[src/rtl/seg_xlate_pkg.sv]
// Shared types for the descriptor-table address translator.
// Assumes byte addressing and a 32-bit memory word.
package seg_xlate_pkg;

    typedef enum logic [1:0] {
        CT_IDLE = 2'd0,
        CT_BUSY = 2'd1,
        CT_DONE = 2'd2
    } ctl_state_t;

    typedef enum logic [2:0] {
        FS_IDLE  = 3'd0,
        FS_ISSUE0 = 3'd1,
        FS_WAIT0 = 3'd2,
        FS_ISSUE1 = 3'd3,
        FS_WAIT1 = 3'd4
    } fetch_state_t;

endpackage

[src/rtl/seg_sel_decode.sv]
// Selector decoder: chooses the descriptor table from the table-indicator
// bit, forms the descriptor byte address and flags a descriptor whose last
// byte lies beyond the chosen table's limit.
// Assumes a descriptor of 2**DESC_SHIFT bytes and an index in the selector
// bits above DESC_SHIFT-1. Purely combinational.
module seg_sel_decode #(
    parameter int SEL_W      = 16,
    parameter int AW         = 32,
    parameter int TI_BIT     = 2,
    parameter int DESC_SHIFT = 3
) (
    input  logic [SEL_W-1:0] sel,
    input  logic [AW-1:0]    g_base,
    input  logic [AW-1:0]    g_limit,
    input  logic [AW-1:0]    l_base,
    input  logic [AW-1:0]    l_limit,
    output logic [AW-1:0]    desc_addr,
    output logic             fault
);
    localparam int IDX_W = SEL_W - DESC_SHIFT;
    localparam int PAD_W = AW - SEL_W;

    logic [IDX_W-1:0] idx;
    logic [AW-1:0]    tbl_base;
    logic [AW-1:0]    tbl_limit;
    logic [AW-1:0]    byte_off;
    logic [AW-1:0]    last_byte;

    // Pick the table registers addressed by the indicator bit.
    always_comb begin
        if (sel[TI_BIT]) begin
            tbl_base  = l_base;
            tbl_limit = l_limit;
        end else begin
            tbl_base  = g_base;
            tbl_limit = g_limit;
        end
    end

    // Form descriptor offset, address and bound check.
    always_comb begin
        idx       = sel[SEL_W-1:DESC_SHIFT];
        byte_off  = {{PAD_W{1'b0}}, idx, {DESC_SHIFT{1'b0}}};
        last_byte = {{PAD_W{1'b0}}, idx, {DESC_SHIFT{1'b1}}};
        desc_addr = tbl_base + byte_off;
        fault     = (last_byte > tbl_limit);
    end

endmodule

[src/rtl/seg_desc_fetch.sv]
// Descriptor fetcher: on a start pulse reads two consecutive words of a
// descriptor, one request pulse each, waiting for every reply before the
// next request. Raises done for one cycle once both words are held.
// Assumes replies return in request order, one per request.
module seg_desc_fetch #(
    parameter int AW = 32,
    parameter int DW = 32
) (
    input  logic          clk,
    input  logic          rst_n,
    input  logic          start,
    input  logic [AW-1:0] desc_addr,
    output logic          mem_rd_en,
    output logic [AW-1:0] mem_rd_addr,
    input  logic          mem_rd_valid,
    input  logic [DW-1:0] mem_rd_data,
    output logic [DW-1:0] word_lo,
    output logic [DW-1:0] word_hi,
    output logic          done
);
    import seg_xlate_pkg::*;

    localparam int WORD_BYTES = DW / 8;

    fetch_state_t  fst;
    logic [AW-1:0] addr_q;

    // Sequence the two reads and capture their replies.
    always_ff @(posedge clk) begin
        if (!rst_n) begin
            fst     <= FS_IDLE;
            addr_q  <= '0;
            word_lo <= '0;
            word_hi <= '0;
            done    <= 1'b0;
        end else begin
            done <= 1'b0;
            case (fst)
                FS_IDLE: begin
                    if (start) begin
                        addr_q <= desc_addr;
                        fst    <= FS_ISSUE0;
                    end
                end
                FS_ISSUE0: fst <= FS_WAIT0;
                FS_WAIT0: begin
                    if (mem_rd_valid) begin
                        word_lo <= mem_rd_data;
                        fst     <= FS_ISSUE1;
                    end
                end
                FS_ISSUE1: fst <= FS_WAIT1;
                FS_WAIT1: begin
                    if (mem_rd_valid) begin
                        word_hi <= mem_rd_data;
                        done    <= 1'b1;
                        fst     <= FS_IDLE;
                    end
                end
                default: fst <= FS_IDLE;
            endcase
        end
    end

    // Drive the read port from the issue states.
    always_comb begin
        mem_rd_en   = (fst == FS_ISSUE0) || (fst == FS_ISSUE1);
        mem_rd_addr = (fst == FS_ISSUE1) ? addr_q + AW'(WORD_BYTES) : addr_q;
    end

    // a request never lasts more than one cycle.
    a_r8_single_pulse: assert property (@(posedge clk) disable iff (!rst_n)
        mem_rd_en |=> !mem_rd_en);

    // no new request while a reply is still outstanding.
    a_r8_wait_reply: assert property (@(posedge clk) disable iff (!rst_n)
        (fst == FS_WAIT0 && !mem_rd_valid) |=> !mem_rd_en);

    // the second request targets the word after the first.
    a_r8_second_addr: assert property (@(posedge clk) disable iff (!rst_n)
        (fst == FS_WAIT0 && mem_rd_valid) |=> (mem_rd_en && mem_rd_addr == addr_q + AW'(WORD_BYTES)));

endmodule

[src/rtl/seg_base_adder.sv]
// Base assembler and adder: gathers the segment base from descriptor bytes
// 2, 3, 4 and 7 (byte 2 least significant) of two little-endian words and
// adds the offset modulo 2**AW. Purely combinational.
// Assumes DW = 32 and AW = 32.
module seg_base_adder #(
    parameter int AW = 32,
    parameter int DW = 32
) (
    input  logic [DW-1:0] word_lo,
    input  logic [DW-1:0] word_hi,
    input  logic [AW-1:0] offset,
    output logic [AW-1:0] linear
);
    localparam int NB = 2 * DW / 8;

    logic [7:0]    dbyte [NB];
    logic [AW-1:0] seg_base;

    // Split both words into descriptor bytes.
    for (genvar b = 0; b < NB; b++) begin : g_bytes
        if (b < DW / 8) begin : g_lo
            assign dbyte[b] = word_lo[8*b +: 8];
        end else begin : g_hi
            assign dbyte[b] = word_hi[8*(b - DW/8) +: 8];
        end
    end

    // Assemble the base and add the offset.
    always_comb begin
        seg_base = {dbyte[7], dbyte[4], dbyte[3], dbyte[2]};
        linear   = seg_base + offset;
    end

endmodule

[src/rtl/seg_xlate.sv]
// Descriptor-table address translator top. Accepts one selector/offset
// request at a time, samples the table registers at acceptance, rejects a
// descriptor beyond its table limit without touching memory, otherwise
// fetches the descriptor and returns base + offset. Holds the result until
// it is taken.
// Assumes the memory port returns exactly one reply per request.
module seg_xlate #(
    parameter int SEL_W      = 16,
    parameter int AW         = 32,
    parameter int DW         = 32,
    parameter int TI_BIT     = 2,
    parameter int DESC_SHIFT = 3
) (
    input  logic             clk,
    input  logic             rst_n,
    input  logic             req_valid,
    output logic             req_ready,
    input  logic [SEL_W-1:0] req_sel,
    input  logic [AW-1:0]    req_off,
    input  logic [AW-1:0]    gtbl_base,
    input  logic [AW-1:0]    gtbl_limit,
    input  logic [AW-1:0]    ltbl_base,
    input  logic [AW-1:0]    ltbl_limit,
    output logic             mem_rd_en,
    output logic [AW-1:0]    mem_rd_addr,
    input  logic             mem_rd_valid,
    input  logic [DW-1:0]    mem_rd_data,
    output logic             rsp_valid,
    input  logic             rsp_ready,
    output logic [AW-1:0]    rsp_linear,
    output logic             rsp_fault
);
    import seg_xlate_pkg::*;

    ctl_state_t    cst;
    logic [AW-1:0] dec_addr;
    logic          dec_fault;
    logic [AW-1:0] desc_addr_q;
    logic [AW-1:0] off_q;
    logic          start_q;
    logic [DW-1:0] word_lo;
    logic [DW-1:0] word_hi;
    logic          fetch_done;
    logic [AW-1:0] sum_linear;
    logic          accept;

    seg_sel_decode #(
        .SEL_W(SEL_W), .AW(AW), .TI_BIT(TI_BIT), .DESC_SHIFT(DESC_SHIFT)
    ) u_decode (
        .sel       (req_sel),
        .g_base    (gtbl_base),
        .g_limit   (gtbl_limit),
        .l_base    (ltbl_base),
        .l_limit   (ltbl_limit),
        .desc_addr (dec_addr),
        .fault     (dec_fault)
    );

    seg_desc_fetch #(.AW(AW), .DW(DW)) u_fetch (
        .clk          (clk),
        .rst_n        (rst_n),
        .start        (start_q),
        .desc_addr    (desc_addr_q),
        .mem_rd_en    (mem_rd_en),
        .mem_rd_addr  (mem_rd_addr),
        .mem_rd_valid (mem_rd_valid),
        .mem_rd_data  (mem_rd_data),
        .word_lo      (word_lo),
        .word_hi      (word_hi),
        .done         (fetch_done)
    );

    seg_base_adder #(.AW(AW), .DW(DW)) u_adder (
        .word_lo (word_lo),
        .word_hi (word_hi),
        .offset  (off_q),
        .linear  (sum_linear)
    );

    // Handshake decode for the request port.
    always_comb begin
        req_ready = (cst == CT_IDLE);
        rsp_valid = (cst == CT_DONE);
        accept    = req_valid && req_ready;
    end

    // Request sequencing, sampling and result register.
    always_ff @(posedge clk) begin
        if (!rst_n) begin
            cst         <= CT_IDLE;
            desc_addr_q <= '0;
            off_q       <= '0;
            start_q     <= 1'b0;
            rsp_linear  <= '0;
            rsp_fault   <= 1'b0;
        end else begin
            start_q <= 1'b0;
            case (cst)
                CT_IDLE: begin
                    if (accept) begin
                        desc_addr_q <= dec_addr;
                        off_q       <= req_off;
                        if (dec_fault) begin
                            rsp_linear <= '0;
                            rsp_fault  <= 1'b1;
                            cst        <= CT_DONE;
                        end else begin
                            start_q <= 1'b1;
                            cst     <= CT_BUSY;
                        end
                    end
                end
                CT_BUSY: begin
                    if (fetch_done) begin
                        rsp_linear <= sum_linear;
                        rsp_fault  <= 1'b0;
                        cst        <= CT_DONE;
                    end
                end
                CT_DONE: begin
                    if (rsp_ready) cst <= CT_IDLE;
                end
                default: cst <= CT_IDLE;
            endcase
        end
    end

    // no new request is taken while a result is pending.
    a_r1_busy_while_result: assert property (@(posedge clk) disable iff (!rst_n)
        rsp_valid |-> !req_ready);

    // acceptance drops ready in the next cycle.
    a_r1_ready_drops: assert property (@(posedge clk) disable iff (!rst_n)
        (req_valid && req_ready) |=> !req_ready);

    // an untaken result holds steady.
    a_r7_hold_result: assert property (@(posedge clk) disable iff (!rst_n)
        (rsp_valid && !rsp_ready) |=> (rsp_valid && $stable(rsp_linear) && $stable(rsp_fault)));

    // a taken result frees the block.
    a_r7_release: assert property (@(posedge clk) disable iff (!rst_n)
        (rsp_valid && rsp_ready) |=> (!rsp_valid && req_ready));

    // a faulted result never coincides with memory traffic.
    a_r4_fault_no_read: assert property (@(posedge clk) disable iff (!rst_n)
        (rsp_valid && rsp_fault) |-> (!mem_rd_en && rsp_linear == '0));

endmodule

[config.mk]
export PLATFORM = sky130hd
export DESIGN_NAME = seg_xlate
export DESIGN_NICKNAME = d
export VERILOG_FILES = /design/src/rtl/seg_xlate_pkg.sv /design/src/rtl/seg_sel_decode.sv /design/src/rtl/seg_desc_fetch.sv /design/src/rtl/seg_base_adder.sv /design/src/rtl/seg_xlate.sv
export SDC_FILE = /design/constraint.sdc
export NUM_CORES = 1
export LEC_CHECK = 0
export ABC_AREA = 1
export BUFFER_PORTS_ARGS = -buffer_cell sky130_fd_sc_hd__buf_2
export CAP_MARGIN = 20
export CORE_UTILIZATION = 60
export CTS_CLUSTER_DIAMETER = 120
export DETAILED_ROUTE_END_ITERATION = 6
export GPL_TIMING_DRIVEN = 0
export PLACE_DENSITY = 0.87
export SLEW_MARGIN = 10
export SYNTH_ARGS = -nofsm -noshare
export SYNTH_HDL_FRONTEND = slang
export SYNTH_HIERARCHICAL = 1
export SYNTH_SLANG_ARGS = --single-unit
[constraint.sdc]
create_clock -name clk -period 4.4 [get_ports clk]
set_clock_uncertainty 0.15 [all_clocks]
set_input_delay 0.22 -clock clk [delete_from_list [all_inputs] [get_ports clk]]
set_output_delay 0.22 -clock clk [all_outputs]
set_load 0.02 [all_outputs]
==> results.toml, run 1 <==
[sta]
holdWs_ps = 13.2
maxSlewViolCount = 0
rsz0062_at_grt = "false"
fmax_ghz = 0.306
worst_pin_slew_ps = 615
fin_crit_sh = 0.742
fin_tns_setup_ps = 0
hold_viol = 0
fin_crit_ps = 3270
slew_headroom = 0.589
setup_viol = 0

[pwr]
clkPwrFrac = 0.237
p_per_area_nw_per_um2 = 434
ir_worst_vdd_uv = 270
seqPwrFrac = 0.341
p_int_uw = 3680
p_leak_uw = 0.00814
combPwrFrac = 0.423
switchingPower_uw = 2760
switching_share = 0.429

[route]
totalWireLength_mm = 42.9
postRouteAntennaNets = 0
dr_wl_met3_mm = 4.31
wire_per_inst_um = 16.4
dr_wl_met2_mm = 19.4
firstDrtPassIters = 6
vias = 14200
drtIter0Drc = 1401
vias_per_cell = 5.43
drc = 0
top_layer_used = "met5"
wl_met1_mm = 16.7

[synth]
postSynthNetCount = 2269
ys_warn_count = 6
synthCells = 1996
synth_area_um2 = 12100
syn_avg_cell_area_um2 = 6.04

[placed_design]
placed_cell_area_um2 = 13700
dpl.hpwl_mm = 31.3
place_congestion = 0.976
portBuffers = 269
dpl.cell_count = 2530

[grt]
grt_max_degree = 17
grt-ovfl-total = 0
antenna_found_initial = 7
grt_use_total = 0.418
grt_pass1_vias = 13039
grt_pass1_wl_mm = 65.8

[clock_tree]
cts_tree = "done"
insertion_delay_ps = 440
cts_resized = 0
cts_buffer_depth = 2
htree_levels = 4
cts_sinks = 168
cts_buffers = 17
clk_pin_slew_ps = 70
root_buffer = "clkbuf_16"
post_cts_buffers = 0

[worst_setup_path]
crit_fanout = 10
start_kind = "input port"
required_ps = 4580
path_class = "in2reg"
cp.arrival_ps = 3440
end_kind = "register"

[status]
status = "finished, final reports clean"

[final_layout]
final_core_util = 0.758
layout.nets = 2608
area_growth_pct = 23.1
fin_cells = 2617
fin_area_um2 = 14800
drive_gt1_frac = 0.177

[floorplan]
rows = 51
ios = 281
die_x_um = 144
core_area_um2 = 19600
dieArea_um2 = 20700
die_y_um = 144
initial_utilization = 0.616

[min_path]
hold_path.class = "in2reg"

[job]
max_cap_viol_count = 0
-- path summary, 6_finish.rpt --
path | startpoint | to | slack [ps] | depth (start not counted)
worst max-delay path | req_sel[2] | rsp_linear[28]$_SDFFE_PN0P_ | 1130 | 18
worst min-delay path | mem_rd_data[28] | u_fetch/word_hi[28]$_SDFFE_PN0P_ | 10 | 3
worst max register to register | off_q[0]$_SDFFE_PN0P_ | rsp_linear[22]$_SDFFE_PN0P_ | 1850 | 14
worst min register to register | u_fetch/word_hi[26]$_SDFFE_PN0P_ | u_fetch/word_hi[26]$_SDFFE_PN0P_ | 300 | 2
-- through the flow --
step | setup WS, ps | power (µW)
final | 1130 | 6440
after CTS | 1230 | 6320
after detailed placement | 793 | 4770
after global routing | 876 | 6810
after floorplan | 1850 | 3920
after global placement | 848 | 4690
-- worst max-delay path, cell delays in order --
cell and delay [ps]:
buf_2 140, buf_4 210, clkbuf_1 440, mux2i_1 180
ha_1 350, nand2_1 80, o21ai_0 190, nor2_1 70
nor2_1 80, nor2_1 50, nor2_1 500, nand2_1 120
nand2_1 100, nand3_1 110, buf_6 180, buf_4 180
a21oi_1 170, nor2_1 60
-- state kept, by name, summed over array words and instances, names as in the netlist --
name	cells
u_fetch/word_hi	16
u_fetch/addr_q	32
u_fetch/done	1
rsp_fault	1
u_fetch/fst	3
desc_addr_q	32
rsp_linear	32
start_q	1
off_q	32
cst	2
u_fetch/word_lo	16
-- layout make-up --
class | count | area, µm²
Clock buffer | 18 | 439
Antenna cell | 5 | 12.5
Buffer | 72 | 369
Timing Repair Buffer | 320 | 1860
Fill cell | 1521 | 4740
Tap cell | 265 | 332
Clock inverter | 13 | 148
Sequential cell | 168 | 3360
Inverter | 306 | 1150
Multi-Input combinational cell | 1450 | 7180
-- layout by cell type, fill, tap and decap left out, drive strengths merged, types with 3 or more instances in the layout --
master and n:
a21oi 125, diode 5, buf 309, dfxtp 168, o21bai 3, nand3b 4
xor2 44, clkinvlp 4, clkbuf 50, clkinv 5, nand4 31, nand3 94
nor3 16, nor4 3, nor2 284, mux2i 12, ha 58, inv 308
nand2 624, o21ai 136, dlygate4sd3 51
-- routing by layer --
metal,vias to the layer above,global-route usage
li1,6876,-
met1,6258,0.482
met2,854,0.681
met3,206,0.128
met4,6,0.246
met5,-,0.00752
-- repair_timing --
action                                 CTS  global route
endpoints found under the hold margin   52             0
hold buffers                            51             0
setup endpoints to repair                0             0
-- power groups by stage --
stage / Sequential [µW] / Combinational [µW] / Clock (µW)
detailed placement: 2190 / 2570 / 0
global placement: 2180 / 2520 / 0
floorplan: 2250 / 1670 / 0
CTS: 2170 / 2640 / 1510
finish: 2190 / 2720 / 1520
global route: 2220 / 3020 / 1570
Power figures use the tool's default switching activity.
==> inputs of run 2 (changes only) <==
- ABC_AREA: 1 -> 0
- CORE_UTILIZATION: 60 -> 55
- PLACE_DENSITY: 0.87 -> 0.82
- clock period: 4.4 -> 3.1 ns (I/O delays scaled with it)
==> run 2 against run 1 <==
Compared with the run above:
- hold slack improved by 3.7 ps
- global-route usage fell by 9.8 points
- total power fell by 13%
- die area fell by 3.3%
- critical endpoint is now desc_addr_q[25]$_SDFFE_PN0P_
==> results.toml, run 2 <==
[status]
status = "finished, final reports clean"

[final_layout]
drive_gt1_frac = 0.233
final_common_cell = "nand2_1"
fin_area_um2 = 13900
layout.nets = 1993
area_growth_pct = 29.7
fin_cells = 1993
final_cell_mix = "366 x nand2_1, 298 x buf_2, 168 x dfxtp_1, 118 x a21oi_1, 64 x dlygate4sd3_1"
fill_cells = 1471
n_antenna_cell = 0

[pwr]
p_per_area_nw_per_um2 = 406
p_leak_uw = 0.00632
switching_share = 0.265
combPwrFrac = 0.190
p_int_uw = 4140
ir_worst_vdd_uv = 356
seqPwrFrac = 0.407
switchingPower_uw = 1490
clkPwrFrac = 0.403

[sta]
fmax_ghz = 0.337
hold_viol = 0
fin_crit_sh = 0.957
setup_viol = 0
fin_tns_setup_ps = 0
fin_crit_ps = 2970
maxSlewViolCount = 0
worst_pin_slew_ps = 718
slew_headroom = 0.519

[floorplan]
rows = 50
die_y_um = 141
core_area_um2 = 18900
dieArea_um2 = 20000
ios = 281
initial_utilization = 0.566
die_x_um = 141

[clock_tree]
cts_sinks = 168
root_buffer = "clkbuf_16"
cts_buffers = 17
htree_levels = 4
clk_pin_slew_ps = 60
cts_buffer_depth = 2
insertion_delay_ps = 430
cts_tree = "done"

[placed_design]
place_congestion = 0.978
placed_cell_area_um2 = 12400
portBuffers = 268
dpl.cell_count = 1887
dpl.hpwl_mm = 24.3

[worst_setup_path]
path_class = "in2reg"
cp.arrival_ps = 3170
crit_fanout = 10
start_kind = "input port"
required_ps = 3310
end_kind = "register"

[synth]
synth_area_um2 = 10700
ys_warn_count = 6
synthCells = 1359
syn_avg_cell_area_um2 = 7.86
postSynthNetCount = 1632

[route]
vias = 11060
vias_per_cell = 5.55
drtIter0Drc = 524
firstDrtPassIters = 6
postRouteAntennaNets = 0
wire_per_inst_um = 16.2
drc = 0
totalWireLength_mm = 32.2

[grt]
antenna_found_initial = 0
grt_pass1_vias = 10775
grt-ovfl-total = 0
grt_pass1_wl_mm = 50.7
grt_use_total = 0.320
grt_max_degree = 20

[min_path]
hold_path.class = "in2reg"

[job]
max_cap_viol_count = 0
## run 2: final timing paths
path                                                  start  slack [ps]                             end  depth (start not counted)
worst max-delay path                             req_sel[2]         130    desc_addr_q[25]$_SDFFE_PN0P_                         15
worst min-delay path                           ltbl_base[0]          20     desc_addr_q[0]$_SDFFE_PN0P_                          4
worst max register to register        off_q[0]$_SDFFE_PN0P_         150     rsp_linear[26]$_SDFFE_PN0P_                         11
worst min register to register  desc_addr_q[6]$_SDFFE_PN0P_         300  u_fetch/addr_q[6]$_SDFFE_PN0P_                          2
## run 2: area by class of cell
cell class | count | area, µm² | share of cell area
Inverter | 11 | 41.3 | 0.00298
Buffer | 88 | 495 | 0.0357
Multi-Input combinational cell | 1090 | 6920 | 0.499
Tap cell | 260 | 325 | 0.0235
Clock inverter | 10 | 168 | 0.0121
Clock buffer | 22 | 474 | 0.0342
Timing Repair Buffer | 344 | 2070 | 0.149
Sequential cell | 168 | 3360 | 0.243
## run 2: repair_timing
item,in CTS,in global routing
setup buffers,4,8
setup endpoints to repair,41,25
cloned,0,0
hold buffers,64,0
resized for setup,9,10
hold endpoints to repair,72,0
pin swaps,3,4
## run 2: power by group through the flow
stage	clock network [µW]	logic, µW	registers, µW
2_1_floorplan	0	632	2320
4_1_cts	2300	1040	2290
3_5_place_dp	0	955	2340
3_3_place_gp	0	936	2340
5_1_grt	2390	1170	2300
6_report	2270	1070	2290
## run 2: per-stage QoR
step                utilization  hold slack [ps]  total power (µW)  worst slack (ps)
floorplan                     -              140              2960              -273
global placement          0.658              250              3270              -658
detailed placement        0.658              256              3290              -730
CTS                       0.729             6.98              5620              13.4
global route              0.734             7.25              5860             -7.30
finish                    0.734             16.9              5630               135
## run 2: layer usage
metal  part of all wire  track usage
met5                  0            0
met4              0.042        0.165
met3              0.049       0.0412
met2               0.52        0.619
met1               0.39        0.337
## run 2: worst max-delay path, cell delays in order
cell and delay [ps]:
clkbuf_16 140, buf_8 140, buf_6 140, buf_12 140, mux2_4 300, ha_4 160, fa_2 340, a21o_1 210
a221oi_4 320, o21ai_4 140, nor4b_1 160, or4_1 410, a221oi_2 200, nand2_1 70, a21oi_1 120
